<file path="src/rtl/vrf_mapper.sv">
`timescale 1ns/1ps
module vrf_mapper #(
  parameter int NBANK  = 8,
  parameter int DEPTH  = 256,
  parameter int MAXREG = 32,
  localparam int VLW = $clog2(NBANK*DEPTH) + 1,
  localparam int CW  = $clog2(MAXREG) + 1,
  localparam int RW  = $clog2(MAXREG),
  localparam int BW  = $clog2(NBANK),
  localparam int AW  = $clog2(DEPTH),
  localparam int NW  = AW + 1,
  localparam int UW  = NW + CW + 3
) (
  input  logic           clk,
  input  logic           rst_n,
  input  logic           cfg_valid,
  input  logic [CW-1:0]  cfg_nint,
  input  logic [CW-1:0]  cfg_ndbl,
  input  logic [CW-1:0]  cfg_nsgl,
  input  logic [CW-1:0]  cfg_nhlf,
  input  logic [VLW-1:0] cfg_req_vl,
  output logic [VLW-1:0] vl,
  output logic           cfg_err,
  input  logic [1:0]     q_type,
  input  logic [RW-1:0]  q_reg,
  input  logic [VLW-1:0] q_elem,
  output logic [BW-1:0]  q_bank,
  output logic [AW-1:0]  q_entry,
  output logic [1:0]     q_lane,
  output logic [7:0]     q_wmask,
  output logic           q_zero,
  output logic           q_fault
);

  function automatic logic [UW-1:0] usage(input logic [NW-1:0] n,
      input logic [CW-1:0] i, input logic [CW-1:0] d,
      input logic [CW-1:0] s, input logic [CW-1:0] h);
    logic [UW-1:0] nn;
    nn = UW'(n);
    return UW'(i) * nn + UW'(d) * nn + UW'(s) * ((nn + 1) >> 1) + UW'(h) * ((nn + 3) >> 2);
  endfunction

  function automatic logic [NW-1:0] fit(input logic [CW-1:0] i, input logic [CW-1:0] d,
      input logic [CW-1:0] s, input logic [CW-1:0] h);
    logic [NW-1:0] lo, c;
    lo = '0;
    for (int b = NW - 1; b >= 0; b--) begin
      c = lo | NW'(1 << b);
      if (UW'(c) <= UW'(DEPTH) && usage(c, i, d, s, h) <= UW'(DEPTH)) lo = c;
    end
    return lo;
  endfunction

  logic [CW-1:0]  ist;
  logic [CW+1:0]  fp_sum;
  logic [NW-1:0]  nmax, n_n;
  logic [VLW-1:0] maxvl, vl_n;
  logic           bad;

  assign ist    = (cfg_nint == '0) ? '0 : cfg_nint - 1'b1;
  assign fp_sum = (CW+2)'(cfg_ndbl) + (CW+2)'(cfg_nsgl) + (CW+2)'(cfg_nhlf);
  assign nmax   = fit(ist, cfg_ndbl, cfg_nsgl, cfg_nhlf);
  assign maxvl  = VLW'(nmax) * VLW'(NBANK);
  assign bad    = (32'(cfg_nint) > MAXREG) || (32'(fp_sum) > MAXREG) || (nmax == '0);
  assign vl_n   = bad ? '0 : ((cfg_req_vl != '0 && cfg_req_vl < maxvl) ? cfg_req_vl : maxvl);
  assign n_n    = NW'((32'(vl_n) + NBANK - 1) / NBANK);

  logic [NW-1:0] n_q;
  logic [CW-1:0] ni_q, nd_q, ns_q, nh_q;

  always_ff @(posedge clk or negedge rst_n) begin
    if (!rst_n) begin
      vl <= '0; cfg_err <= 1'b0; n_q <= '0;
      ni_q <= '0; nd_q <= '0; ns_q <= '0; nh_q <= '0;
    end else if (cfg_valid) begin
      vl <= vl_n; cfg_err <= bad; n_q <= n_n;
      ni_q <= cfg_nint; nd_q <= cfg_ndbl; ns_q <= cfg_nsgl; nh_q <= cfg_nhlf;
    end
  end

  logic [CW-1:0]  sint, cnt;
  logic [UW-1:0]  s2, s4, base_d, base_s, base_h, base, stride, sub, entry_full;
  logic [VLW-1:0] slot;
  logic [RW-1:0]  ridx;
  logic [7:0]     mask;

  assign sint   = (ni_q == '0) ? '0 : ni_q - 1'b1;
  assign s2     = (UW'(n_q) + 1) >> 1;
  assign s4     = (UW'(n_q) + 3) >> 2;
  assign base_d = UW'(sint) * UW'(n_q);
  assign base_s = base_d + UW'(nd_q) * UW'(n_q);
  assign base_h = base_s + UW'(ns_q) * s2;
  assign slot   = q_elem >> BW;

  always_comb begin
    ridx = q_reg; base = '0; stride = UW'(n_q); sub = UW'(slot);
    q_lane = 2'd0; mask = 8'hFF; cnt = ni_q;
    case (q_type)
      2'd0: ridx = q_reg - 1'b1;
      2'd1: begin base = base_d; cnt = nd_q; end
      2'd2: begin
        base = base_s; stride = s2; sub = UW'(slot >> 1);
        q_lane = {1'b0, slot[0]}; mask = slot[0] ? 8'hF0 : 8'h0F; cnt = ns_q;
      end
      default: begin
        base = base_h; stride = s4; sub = UW'(slot >> 2);
        q_lane = slot[1:0]; mask = 8'h03 << {slot[1:0], 1'b0}; cnt = nh_q;
      end
    endcase
  end

  assign entry_full = base + stride * UW'(ridx) + sub;
  assign q_entry    = entry_full[AW-1:0];
  assign q_bank     = q_elem[BW-1:0];
  assign q_zero     = (q_type == 2'd0) && (q_reg == '0);
  assign q_wmask    = q_zero ? 8'h00 : mask;
  assign q_fault    = cfg_err || (q_elem >= vl) || ({1'b0, q_reg} >= cnt);

endmodule

</file>
<file path="config.mk">
export PLATFORM = sky130hd
export DESIGN_NAME = vrf_mapper
export DESIGN_NICKNAME = d
export VERILOG_FILES = /design/src/rtl/vrf_mapper.sv
export SDC_FILE = /design/constraint.sdc
export NUM_CORES = 1
export LEC_CHECK = 0
export ABC_AREA = 1
export BUFFER_PORTS_ARGS = -buffer_cell sky130_fd_sc_hd__buf_2
export CELL_PAD_IN_SITES_DETAIL_PLACEMENT = 1
export CELL_PAD_IN_SITES_GLOBAL_PLACEMENT = 2
export CORE_ASPECT_RATIO = 0.6
export CORE_MARGIN = 2
export CORE_UTILIZATION = 45
export CTS_CLUSTER_SIZE = 14
export DETAILED_ROUTE_END_ITERATION = 6
export GPL_ROUTABILITY_DRIVEN = 0
export HOLD_SLACK_MARGIN = 0.1
export PLACE_DENSITY_LB_ADDON = 0.15
export SLEW_MARGIN = 20
export SYNTH_ARGS = -nofsm -noshare
export SYNTH_HDL_FRONTEND = slang
export SYNTH_SLANG_ARGS = --single-unit
</file>
<file path="constraint.sdc">
create_clock -name clk -period 18.6 [get_ports clk]
set_input_delay 2.79 -clock clk [delete_from_list [all_inputs] [get_ports clk]]
set_output_delay 2.79 -clock clk [all_outputs]
set_load 0.02 [all_outputs]
</file>
==> results.yml <==
outcome:
  status: "complete, but fails checks"
  violations: "setup timing"
yosys:
  synthTopCellsByArea: "fa_1 (44%), ha_1 (20%), inv_1 (14%)"
  synth_most_common_cell: "inv_1"
  synth-main-ff-cell: "dfrtp_1"
  syn_area_mm2: 0.03563
  yosysSeqAreaShare_pct: 3.231
  synth_top_cell_by_area: "fa_1"
  ys_seq_elements: 46
  synthCells: 4163
  synth_common_cells: "inv_1 (1,344), fa_1 (792), ha_1 (568)"
  syn_avg_cell_area_um2: 8.559
  yosys.area.top_type_share_pct: 44.50
  synth_edf_count: 0
  synth_cell_type_count: 56
  async_reset_ff_share_pct: 100.0
  yosys_warnings: 0
clock_tree:
  tritoncts: "built"
  hold_buffers: 0
  cts_buffer_depth: 2
  root_buffer: "clkbuf_16"
  clkLatencyLatePin_ps: 320
  clk_pin_slew_ps: 80
  cts.sinks: 46
  cts_made_buffers: 5
  ctsHtreeMaxLevel: 2
floorplanning:
  die_h_um: 222.0
  die_area_mm2: 0.08152
  core-area_mm2: 0.07799
  num_io_pins: 94
  fp.dieW_um: 367.3
  start_util_pct: 45.69
  row_count: 79
critical_path:
  path_buf_inv: 46
  startpoint_type: "input port"
  critPathArrivalTime_ps: 47700
  cp_slowest_cell: "fa_1"
  path_common_cell: "fa_1"
  crit_family: "adder cells"
  cp_max_fo: 13
  required_ps: 18870
  path_class: "in2reg"
  end_kind: "register"
  slowest_delay_ps: 600
placed_design:
  dpl.hpwl_um: 120900
  dp.cells: 5789
  port_buffers: 93
routing:
  routed_wl_um: 140300
  dr.pass1.iters: 5
  routed_via_density: 5.093
  drc: 0
  drt_iter0_markers: 2265
  wl_per_cell_um: 23.90
  final_antenna_net_count: 0
  num_vias: 29890
run:
  drv_cap: 0
sta:
  report.final.hold_viol_count: 0
  max_freq_mhz: 21.08
  period_minus_slack_ps: 47430
  tightest_slew_ps: 929.8
  whs_ps: 505.6
  fin_ws_ps: -28830
  slew_headroom_pct: 38.01
  rsz0062_at_grt: "true"
  final_max_slew_viol_count: 0
  fin_crit_sh_pct: 255.0
  setup_violations: 22
  finalClockSkew_ps: 0
grt:
  grt_pass1_wl_um: 210400
  antenna_found_initial: 4
  grtUsageTotal_pct: 35.22
  grt_pass1_vias: 33460
  grt.overflow.total: 0
  grt_max_degree: 49
min_path:
  hold_path_class: "reg2reg"
cells_and_area:
  utilization_pct: 56.40
  drive_above_1_share_pct: 23.31
  fin_cells: 5870
  multi_input_area_mm2: 0.03086
  fin_nets: 6231
  seq_area_mm2: 0.001151
  area_delta_synth_final_pct: 23.44
  fill_cells: 9217
==> worst register-to-register path, stage by stage (launching register included) <==
cell and delay, ps:
dfrtp_1 650, inv_1 350, o21ai_1 210
==> logic make-up (layout without fill, tap and decap cells) <==
| family | count (synthesis) | count (layout) | synth area share (%) |
|---|---|---|---|
| AND/OR/NAND/NOR | 1080 | 1082 | 12.60 |
| adder cells (fa/ha/maj) | 1360 | 1360 | 64.44 |
| buffers and inverters | 1428 | 2066 | 15.24 |
| XOR/XNOR | 62 | 62 | 1.524 |
| AO/OA/AOI/OAI | 185 | 185 | 2.939 |
| flip-flops | 46 | 46 | 3.231 |
| other | 2 | 16 | 0.02108 |
==> cell type report <==
class / instances / area share [%]
diodes: 3 / 0.01707
clock buffers: 5 / 0.2845
clock inverters: 3 / 0.04836
inverters: 1361 / 11.81
multi-input cells: 2702 / 70.17
flip-flops and latches: 46 / 2.617
well taps: 1053 / 2.996
repair buffers: 696 / 12.03
repair inverters: 1 / 0.01991
==> state kept, by name (all words and copies together) (netlist names) <==
| signal | flops |
|---|---|
| cfg_err | 1 |
| n_q | 9 |
| nd_q | 6 |
| nh_q | 6 |
| ni_q | 6 |
| ns_q | 6 |
| vl | 12 |
==> routing by layer <==
layer / share of wire (%) / track usage [%] / up-vias
met4: 2.7 / 7.589 / 2
met1: 45 / 50.94 / 15170
met2: 40 / 49.16 / 1128
met5: 0.043 / 0.5828 / -
li1: - / - / 13410
met3: 12 / 14.09 / 188
==> per-stage QoR <==
stage | instance area, um^2 | setup slack, ps | TNS, ps
3_3_place_gp | 41920 | -29950 | -655060
2_1_floorplan | 36460 | -26780 | -583960
4_1_cts | 43160 | -28370 | -620280
3_5_place_dp | 41920 | -30840 | -674830
6_report | 43980 | -28830 | -629250
5_1_grt | 43970 | -30300 | -661140
==> final timing paths <==
kind | start | to | slack, ps | cells past startpoint
max in group asynchronous | rst_n | ns_q[0] | 15510 | 2
min in group asynchronous | rst_n | vl[8] | 2570 | 2
hold / removal | nh_q[0] | nh_q[0] | 510 | 2
hold reg to reg | nh_q[0] | nh_q[0] | 510 | 2
setup / recovery | cfg_ndbl[1] | n_q[6] | -28830 | 190
setup reg to reg | n_q[4] | n_q[4] | 17320 | 2
==> cell usage in the layout, fill, tap and decap left out, drive strengths merged, types with 37 or more instances in the layout <==
cell	instances
inv	1351
fa	792
o21ai	87
nand3	112
a21oi	53
buf	696
nand2	495
ha	568
xor2	37
nor2	406
dfrtp	46
==> repair_timing <==
item,CTS,global route
pin swaps,94,139
resized for setup,215,190
setup buffers,41,29
cloned,3,0
endpoints found under the setup margin,22,22
Power is left out: the tool's default activity adds up to more than one toggle a clock period on the data nets, which glitch-free logic cannot reach.
